### src/rtl/mdio_scan_ctrl.sv
module mdio_scan_ctrl #(
  parameter int DIV = 2
) (
  input  logic        clk,
  input  logic        rst_n,
  input  logic        wr_go,
  input  logic        rd_go,
  input  logic        scan_en,
  input  logic        scan_step,
  input  logic        no_pre,
  input  logic [4:0]  phy_base,
  input  logic [4:0]  reg_sel,
  input  logic [15:0] wdata,
  input  logic        done_clr,
  input  logic        mdio_i,
  output logic        mdc,
  output logic        mdio_o,
  output logic        mdio_oe,
  output logic        cmd_ack,
  output logic        busy,
  output logic        done,
  output logic [15:0] rdata,
  output logic [4:0]  rphy
);
  localparam int CW = (DIV > 1) ? $clog2(DIV) : 1;

  logic [CW-1:0] cnt;
  logic [5:0]    idx;
  logic [31:0]   frame;
  logic [15:0]   sh;
  logic [4:0]    addr;
  logic          is_rd, pre, scan_run, wr_q, rd_q;

  wire       wr_edge  = wr_go & ~wr_q;
  wire       rd_edge  = rd_go & ~rd_q;
  wire       start_wr = !busy && wr_edge;
  wire       start_rd = !busy && !wr_edge && (rd_edge || scan_en);
  wire [4:0] scan_nxt = (!scan_run || !scan_step) ? phy_base :
                        (addr == 5'd31) ? phy_base : addr + 5'd1;
  wire [4:0] sa       = (start_wr || rd_edge) ? phy_base : scan_nxt;

  wire [5:0] last    = pre ? 6'd63 : 6'd31;
  wire       in_pre  = pre && (idx < 6'd32);
  wire [5:0] pos     = pre ? idx - 6'd32 : idx;
  wire       half    = (cnt == CW'(DIV - 1));
  wire       rd_tail = is_rd && !in_pre && (pos >= 6'd14);

  assign mdio_oe = busy && !rd_tail;
  assign mdio_o  = busy && (in_pre || frame[5'd31 - pos[4:0]]);

  always_ff @(posedge clk) begin
    if (!rst_n) begin
      cnt <= '0; idx <= '0; frame <= '0; sh <= '0; addr <= '0;
      is_rd <= 1'b0; pre <= 1'b0; scan_run <= 1'b0;
      wr_q <= 1'b0; rd_q <= 1'b0;
      mdc <= 1'b0; cmd_ack <= 1'b0; busy <= 1'b0; done <= 1'b0;
      rdata <= '0; rphy <= '0;
    end else begin
      wr_q    <= wr_go;
      rd_q    <= rd_go;
      cmd_ack <= 1'b0;
      if (done_clr) done <= 1'b0;
      if (!busy) begin
        if (!scan_en) scan_run <= 1'b0;
        if (start_wr || start_rd) begin
          busy     <= 1'b1;
          mdc      <= 1'b0;
          cnt      <= '0;
          idx      <= '0;
          pre      <= !no_pre;
          is_rd    <= start_rd;
          addr     <= sa;
          frame    <= {2'b01, start_rd ? 2'b10 : 2'b01, sa, reg_sel,
                       start_rd ? 2'b00 : 2'b10, start_rd ? 16'h0000 : wdata};
          cmd_ack  <= start_wr || rd_edge;
          scan_run <= start_rd && !rd_edge;
        end
      end else if (half) begin
        cnt <= '0;
        if (!mdc) begin
          mdc <= 1'b1;
          if (rd_tail && pos >= 6'd16) sh <= {sh[14:0], mdio_i};
        end else begin
          mdc <= 1'b0;
          if (idx == last) begin
            busy <= 1'b0;
            done <= 1'b1;
            if (is_rd) begin
              rdata <= sh;
              rphy  <= addr;
            end
          end else begin
            idx <= idx + 6'd1;
          end
        end
      end else begin
        cnt <= cnt + CW'(1);
      end
    end
  end
endmodule


### config.mk
export PLATFORM = sky130hd
export DESIGN_NAME = mdio_scan_ctrl
export DESIGN_NICKNAME = d
export VERILOG_FILES = /design/src/rtl/mdio_scan_ctrl.sv
export SDC_FILE = /design/constraint.sdc
export NUM_CORES = 1
export LEC_CHECK = 0
export ABC_AREA = 1
export BUFFER_PORTS_ARGS = -buffer_cell sky130_fd_sc_hd__buf_2
export CAP_MARGIN = 15
export CELL_PAD_IN_SITES_DETAIL_PLACEMENT = 0
export CELL_PAD_IN_SITES_GLOBAL_PLACEMENT = 1
export CORE_ASPECT_RATIO = 1.4
export CORE_MARGIN = 2
export CORE_UTILIZATION = 27
export DETAILED_ROUTE_END_ITERATION = 12
export MAX_ROUTING_LAYER = met4
export PLACE_DENSITY_LB_ADDON = 0.1
export RECOVER_POWER = 50
export SETUP_SLACK_MARGIN = 0.4
export SYNTH_ARGS = -nofsm -noshare
export SYNTH_HDL_FRONTEND = slang
export SYNTH_SLANG_ARGS = --single-unit
### constraint.sdc
create_clock -name clk -period 2.1 [get_ports clk]
set_input_delay 0.105 -clock clk [delete_from_list [all_inputs] [get_ports clk]]
set_output_delay 0.105 -clock clk [all_outputs]
set_load 0.01 [all_outputs]
==> qor.json, run 1 <==
{
  "postSynthRegisterBits": 81,
  "fp.coreArea_um2": 12870,
  "period_share": 0.8997,
  "grt.met2_usage": 0.2635,
  "cts_made_buffers": 9,
  "drc": 0,
  "route.antenna.remaining_nets": 0,
  "synth-compound-area-share": 0.1528,
  "drt_wl_total_um": 10130,
  "syn-num-nets": 516,
  "inserted_diodes": 0,
  "grt_first_pass_wirelength_um": 16220,
  "post_route_cells_drive_above_1_share": 0.1865,
  "buffer_ports.inserted": 61,
  "grt_use_total": 0.1523,
  "cts-root-to-sink-buffers": 2,
  "clk-insertion-delay-late_ns": 0.33,
  "pin_count_of_the_biggest_net_entering_global_routing": 31,
  "setup_viol_count_final": 0,
  "finalSetupTns_ns": 0,
  "via_count_of_the_routed_design": 3230,
  "detailed_place_hpwl_um": 6982,
  "numClockSinks": 81,
  "postSynth.asyncResetShare": 0,
  "warnings_synthesis": 0,
  "first_global_vias": 3148,
  "synth_ff_type": "dfxtp_1",
  "critical_path.max_fanout": 18,
  "synth_top_family_by_area": "simple AND/OR/NAND/NOR gates",
  "number_of_antenna_violations_at_the_first_check_in_global_routing": 0,
  "design.portCount": 62,
  "cts_tree": "built",
  "worstSetupStartpointType": "flip-flop",
  "netlist_instances": 477,
  "path_clk_slew_ns": 0.06,
  "total_power_uw": 3516,
  "power_per_cell_area_nw_per_um2": 784.4,
  "global_route.usage.met1": 0.1779,
  "htree_num_levels": 3,
  "fmax_mhz": 529.3,
  "dieArea_um2": 14170,
  "power.ir.vdd_worst_v": 0.0003629,
  "netlist_area_um2": 3571,
  "drt-vias-per-instance": 4.511,
  "timing.clock.skew_ns": 0.005176,
  "muxShareOfSynthArea": 0,
  "dieHeight_um": 140.1,
  "area_delta_synth_final_pct": 25.51,
  "rsz0062_at_grt": "true",
  "floorplan.die.width_um": 101.2,
  "drv_slew": 0,
  "grt_overflow_total": 0,
  "outcome": "finished clean",
  "detail_route.wl_per_cell_um": 14.15,
  "synth-edff-count": 0,
  "synth_fa_ha_area_frac": 0.01402,
  "worstPathRequired_ns": 2.37,
  "synth.lib_cells_used.distinct": 34,
  "mean_cell_area_of_the_mapped_netlist_um2": 7.486,
  "synth_xor_area_frac": 0.004905,
  "end_kind": "flip-flop",
  "final.fill_count": 1402,
  "initial_utilization": 0.2774,
  "power.static_leakage_uw": 0.001919,
  "worst-endpoint-arrival_ns": 2.16,
  "gr-usage-met3": 0.02595,
  "fin_crit_ns": 1.889,
  "drtPass1Iterations": 4,
  "nets": 598,
  "grt_most_used_layer": "met2",
  "drv.max_cap_violation_count": 0,
  "synthSimpleGateAreaFrac": 0.2740,
  "std_cell_rows": 49,
  "synth_seq_area_share": 0.4541,
  "final_hold_viol_count": 0,
  "holdCritPathClass": "in -> reg",
  "drt-initial-drc-count": 92,
  "clock-root-buffer": "clkbuf_16",
  "slew_headroom": 0.2884,
  "tightest_slew_ns": 1.067,
  "criticalPathCategory": "reg -> reg",
  "place_congestion": 0.7908
}
[placed cells by master (no fill, tap or decap), types with 10 or more instances in the layout]
master,instances
a21oi_1,30
buf_2,36
buf_4,10
clkbuf_1,29
dfxtp_1,76
dlygate4sd3_1,15
inv_1,41
nand2_1,124
nand3_1,26
nor2_1,49
o21ai_0,29
o21ai_1,15
[routing by layer]
| layer | share of wire | routed length, um | up-vias |
|---|---|---|---|
| li1 | - | - | 1701 |
| met1 | 0.45 | 4560 | 1477 |
| met2 | 0.51 | 5198 | 44 |
| met3 | 0.024 | 241 | 8 |
| met4 | 0.013 | 131 | 0 |
| met5 | 0 | 0 | - |
[worst max-delay path: stages (launching register included)]
cell     delay (ns)
dfxtp_1        0.47
inv_6          0.09
nand2_1        0.20
inv_6          0.12
nor2_8         0.24
nand2_4        0.19
inv_2          0.29
nand2_1        0.11
a21oi_2        0.10
[flip-flops by register name, indices dropped and copies added, names as in the netlist, 4 cells and up]
name	cells
frame	25
rdata	16
sh	16
idx	6
rphy	5
addr	4
[synthesized netlist by cell type (2+ instances only)]
cell type	number	area, um2
nand2_1	123	461.7
dfxtp_1	81	1622
nor2_1	49	183.9
inv_1	44	165.2
o21ai_0	33	165.2
a21oi_1	30	150.1
nand3_1	29	145.1
o21ai_1	11	55.05
inv_2	8	30.03
a32o_1	7	70.07
buf_6	6	67.56
clkbuf_1	6	22.52
buf_2	5	25.02
o211ai_1	5	37.54
ha_1	4	50.05
nand2_4	4	45.04
nor2_2	4	25.02
buf_4	3	22.52
nand2_2	3	18.77
a21oi_2	2	17.52
a31oi_1	2	12.51
inv_6	2	17.52
nor2_4	2	22.52
nor2_8	2	40.04
o22ai_1	2	12.51
xor2_1	2	17.52
[path summary, 6_finish.rpt]
kind	from	end	slack, ns	cells after the start
max	busy	idx[4]	0.21	8
min	wdata[2]	frame[2]	0.003	3
max reg2reg	busy	idx[4]	0.21	8
min reg2reg	frame[30]	frame[30]	0.45	2
[power breakdown]
group	internal (uW)	switching, uW
logic	136	230
registers	1590	40.9
clock network	909	609
total	2640	880
[stage by stage]
| step | std cells | utilization | hold WS, ns | setup WS [ns] | instance area [um2] |
|---|---|---|---|---|---|
| floorplan | 477 | - | 0.1985 | 0.5409 | 3571 |
| global placement | 677 | 0.3090 | 0.3059 | 0.2194 | 3979 |
| detailed placement | 677 | 0.3090 | 0.3119 | 0.2200 | 3979 |
| CTS | 715 | 0.3513 | 0.0007225 | 0.2474 | 4523 |
| global route | 716 | 0.3481 | 0.01746 | 0.03824 | 4482 |
| finish | 716 | 0.3481 | 0.002844 | 0.2106 | 4482 |
[cells by family (layout without fill, tap and decap cells)]
| family | Yosys count | count (layout) |
|---|---|---|
| AOI/OAI and AO/OA | 94 | 94 |
| adders and majority gates | 4 | 4 |
| DFF | 81 | 81 |
| xor gates and xnor gates | 2 | 2 |
| and+or+nand+nor | 220 | 221 |
| buffers and inverters | 76 | 161 |
[cell type report]
type,instances,area (um2),area share
clock buffer,11,232.7,0.05193
inverter,55,230.2,0.05137
tap,153,191.4,0.04271
multi-input combinational,321,1609,0.3590
sequential,81,1630,0.3638
clock inverter,4,45.04,0.01005
timing repair buffer,91,543.0,0.1212
[repair_timing]
action / CTS / global route
buffers inserted: 7 / 1
endpoints found under the setup margin: 30 / 47
resized for setup: 14 / 13
hold buffers: 15 / 0
gates cloned: 1 / 0
pin swaps: 2 / 7
hold endpoints to repair: 15 / 0
No activity file was read; power rests on OpenSTA's default activity.
==> run 2, diff against run 1 <==
- MAX_ROUTING_LAYER: met4 -> unset
==> qor.json, run 2 (same netlist as run 1, synthesis figures left out) <==
{
  "seqCellArea": {"value": 1630, "unit": "um2", "change": "unchanged"},
  "drt-initial-drc-count": {"value": 95, "change": "+3.3%"},
  "design.portCount": {"value": 62, "change": "unchanged"},
  "detailed_place_hpwl": {"value": 6982, "unit": "um", "change": "unchanged"},
  "via_count_of_the_routed_design": {"value": 3237, "change": "+0.22%"},
  "pin_count_of_the_biggest_net_entering_global_routing": {"value": 31, "change": "unchanged"},
  "internal_power": {"value": 2636, "unit": "uW", "change": "about the same"},
  "cts_made_buffers": {"value": 9, "change": "unchanged"},
  "holdCritPathClass": "in -> reg",
  "fmax": {"value": 530.5, "unit": "MHz", "change": "+0.23%"},
  "p_clk_frac": {"value": 0.432, "change": "about the same"},
  "routed-wl-met2": {"value": 5198, "unit": "um", "change": "unchanged"},
  "m1WireLength": {"value": 4477, "unit": "um", "change": "-1.8%"},
  "power.ir.vdd_worst": {"value": 0.0003636, "unit": "V", "change": "+0.21%"},
  "drtPass1Iterations": {"value": 5, "change": "+1"},
  "largest_register": "frame",
  "path_clk_slew": {"value": 0.06, "unit": "ns", "change": "about the same"},
  "cts-root-to-sink-buffers": {"value": 2, "change": "unchanged"},
  "path_cells": "inv_6 -> nand2_1 -> inv_6 -> nor2_8 -> nand2_4 -> inv_2 -> nand2_1 -> a21oi_2",
  "drv_slew": {"value": 0, "change": "unchanged"},
  "htree_num_levels": {"value": 3, "change": "unchanged"},
  "power.switching_fraction": {"value": 0.2502, "change": "about the same"},
  "std_cell_rows": {"value": 49, "change": "unchanged"},
  "first_global_vias": {"value": 3147, "change": "-0.032%"},
  "power_per_cell_area": {"value": 784.4, "unit": "nW/um2", "change": "about the same"},
  "rsz0062_at_grt": "true",
  "final.fill_count": {"value": 1402, "change": "unchanged"},
  "timing.clock.skew": {"value": 0.004685, "unit": "ns", "change": "-0.0004906 ns"},
  "worstSetupStartpointType": "flip-flop",
  "number_of_antenna_violations_at_the_first_check_in_global_routing": {"value": 0, "change": "unchanged"},
  "critical_path.max_fanout": {"value": 18, "change": "unchanged"},
  "cts_tree": "built",
  "drv.max_cap_violation_count": {"value": 0, "change": "unchanged"},
  "critical_path.slowest_cell": "dfxtp_1",
  "p_seq_frac": {"value": 0.464, "change": "about the same"},
  "clk-insertion-delay-late": {"value": 0.33, "unit": "ns", "change": "about the same"},
  "slew_headroom": {"value": 0.2850, "change": "-0.003358"},
  "slowest_stage_delay_cp": {"value": 0.47, "unit": "ns", "change": "about the same"},
  "end_kind": "flip-flop",
  "worstPathRequired": {"value": 2.37, "unit": "ns", "change": "about the same"},
  "worst-endpoint-arrival": {"value": 2.15, "unit": "ns", "change": "about the same"},
  "numClockSinks": {"value": 81, "change": "unchanged"},
  "setup_viol_count_final": {"value": 0, "change": "unchanged"},
  "tightest_slew": {"value": 1.072, "unit": "ns", "change": "+0.005036 ns"},
  "crit_end": "idx[4]",
  "floorplan.die.width": {"value": 101.2, "unit": "um", "change": "unchanged"},
  "power.static_leakage": {"value": 0.001919, "unit": "uW", "change": "unchanged"},
  "regToRegStartpoint": "busy",
  "area_delta_synth_final": {"value": 25.51, "unit": "%", "change": "unchanged"},
  "post_route_cells_drive_above_1_share": {"value": 0.1865, "change": "unchanged"},
  "outcome": "finished clean",
  "final_hold_viol_count": {"value": 0, "change": "unchanged"},
  "nets": {"value": 598, "change": "unchanged"},
  "fp.coreArea": {"value": 12870, "unit": "um2", "change": "unchanged"},
  "top_layer": "met4",
  "place_congestion": {"value": 0.7801, "change": "-1.4%"},
  "whs": {"value": 0.002057, "unit": "ns", "change": "-0.0007872 ns"},
  "initial_utilization": {"value": 0.2774, "change": "unchanged"},
  "layout_commonest_cell": "nand2_1",
  "regToRegSetupSlack": {"value": 0.21, "unit": "ns", "change": "about the same"},
  "grt_overflow_total": {"value": 0, "change": "unchanged"},
  "dieArea": {"value": 14170, "unit": "um2", "change": "unchanged"},
  "finalSetupTns": {"value": 0, "unit": "ns", "change": "unchanged"},
  "clock-root-buffer": "clkbuf_16",
  "drt_wl_total": {"value": 10140, "unit": "um", "change": "about the same"},
  "inserted_diodes": {"value": 0, "change": "unchanged"},
  "number_of_flip_flops_under_the_largest_register_name": {"value": 25, "change": "unchanged"},
  "launch_point_of_the_worst_path": "busy",
  "drt-vias-per-instance": {"value": 4.521, "change": "+0.22%"},
  "detail_route.wl_per_cell": {"value": 14.16, "unit": "um", "change": "about the same"},
  "grt_first_pass_wirelength": {"value": 16200, "unit": "um", "change": "about the same"},
  "period_share": {"value": 0.8976, "change": "-0.002100"},
  "multi_input_area": {"value": 1609, "unit": "um2", "change": "unchanged"},
  "combPwrFrac": {"value": 0.104, "change": "about the same"},
  "fin_crit": {"value": 1.885, "unit": "ns", "change": "-0.004410 ns"},
  "total_switching_power": {"value": 879.6, "unit": "uW", "change": "about the same"},
  "timing.rr.end": "idx[4]",
  "final_cell_mix": "124 x nand2_1, 76 x dfxtp_1, 49 x nor2_1, 41 x inv_1, 36 x buf_2",
  "buffer_ports.inserted": {"value": 61, "change": "unchanged"},
  "total_met3_wirelength_after_detailed_routing": {"value": 332, "unit": "um", "change": "+38%"},
  "route.antenna.remaining_nets": {"value": 0, "change": "unchanged"},
  "criticalPathCategory": "reg -> reg",
  "grt_use_total": {"value": 0.1480, "change": "-0.004352"},
  "top_regs": "frame (25), rdata (16), sh (16)",
  "drc": {"value": 0, "change": "unchanged"},
  "r2r.worst_path.cells": {"value": 8, "change": "unchanged"},
  "dieHeight": {"value": 140.1, "unit": "um", "change": "unchanged"}
}
-- run 2: cell counts in the layout (fill, tap and decap cells not counted) --
Identical to the previous run, type by type.
-- run 2: how the worst min path moves through the flow --
stage,from,endpoint,slack [ns],cells after the start
after floorplan,rd_go,rd_q,0.20,2
after global placement,no_pre,pre,0.31,2
after detailed placement,reg_sel[1],frame[19],0.31,3
after CTS,wdata[2],frame[2],0.0007,3
after global routing,wdata[12],frame[12],0.02,2
final,wdata[2],frame[2],0.002,3
-- run 2: area by class of cell --
cell class,count,share of cell area
Tap cell,153,0.04271
Clock inverter,4,0.01005
Timing Repair Buffer,91,0.1212
Multi-Input combinational cell,321,0.3590
Sequential cell,81,0.3638
Inverter,55,0.05137
Clock buffer,11,0.05193
-- run 2: critical path: cells and delay by family (launching register included) --
family	cells	cell delay, ns
AO/OA/AOI/OAI	1	0.10
AND/OR/NAND/NOR	4	0.74
flip-flops	1	0.47
buffers and inverters	3	0.50
-- run 2: what timing repair did --
action | CTS | global route
gates cloned | 1 | 0
resized for setup | 14 | 13
endpoints found under the hold margin | 15 | 0
pin swaps | 2 | 7
setup endpoints to repair | 30 | 47
buffers inserted | 7 | 1
hold buffers | 15 | 0
-- run 2: power groups by stage --
stage          clock network (uW)  registers, uW  logic, uW
6_report                     1520           1630        366
5_1_grt                      1630           1640        416
4_1_cts                      1560           1630        383
3_5_place_dp                    0           1660        349
3_3_place_gp                    0           1660        349
2_1_floorplan                   0           1650        244
-- run 2: stage by stage --
step | cells | utilization | cell area, um2 | worst slack, ns | total power (uW)
after floorplan | 477 | - | 3571 | 0.5409 | 1894
after global placement | 677 | 0.3090 | 3979 | 0.2194 | 2012
after detailed placement | 677 | 0.3090 | 3979 | 0.2200 | 2012
after CTS | 715 | 0.3513 | 4523 | 0.2474 | 3577
after global routing | 716 | 0.3481 | 4482 | 0.03826 | 3688
final | 716 | 0.3481 | 4482 | 0.2150 | 3515
-- run 2: metal layers --
layer,vias to the layer above,global-route usage
met1,1478,0.1748
met4,0,0.04694
met5,-,0
met2,54,0.2639
met3,7,0.02994
li1,1698,-
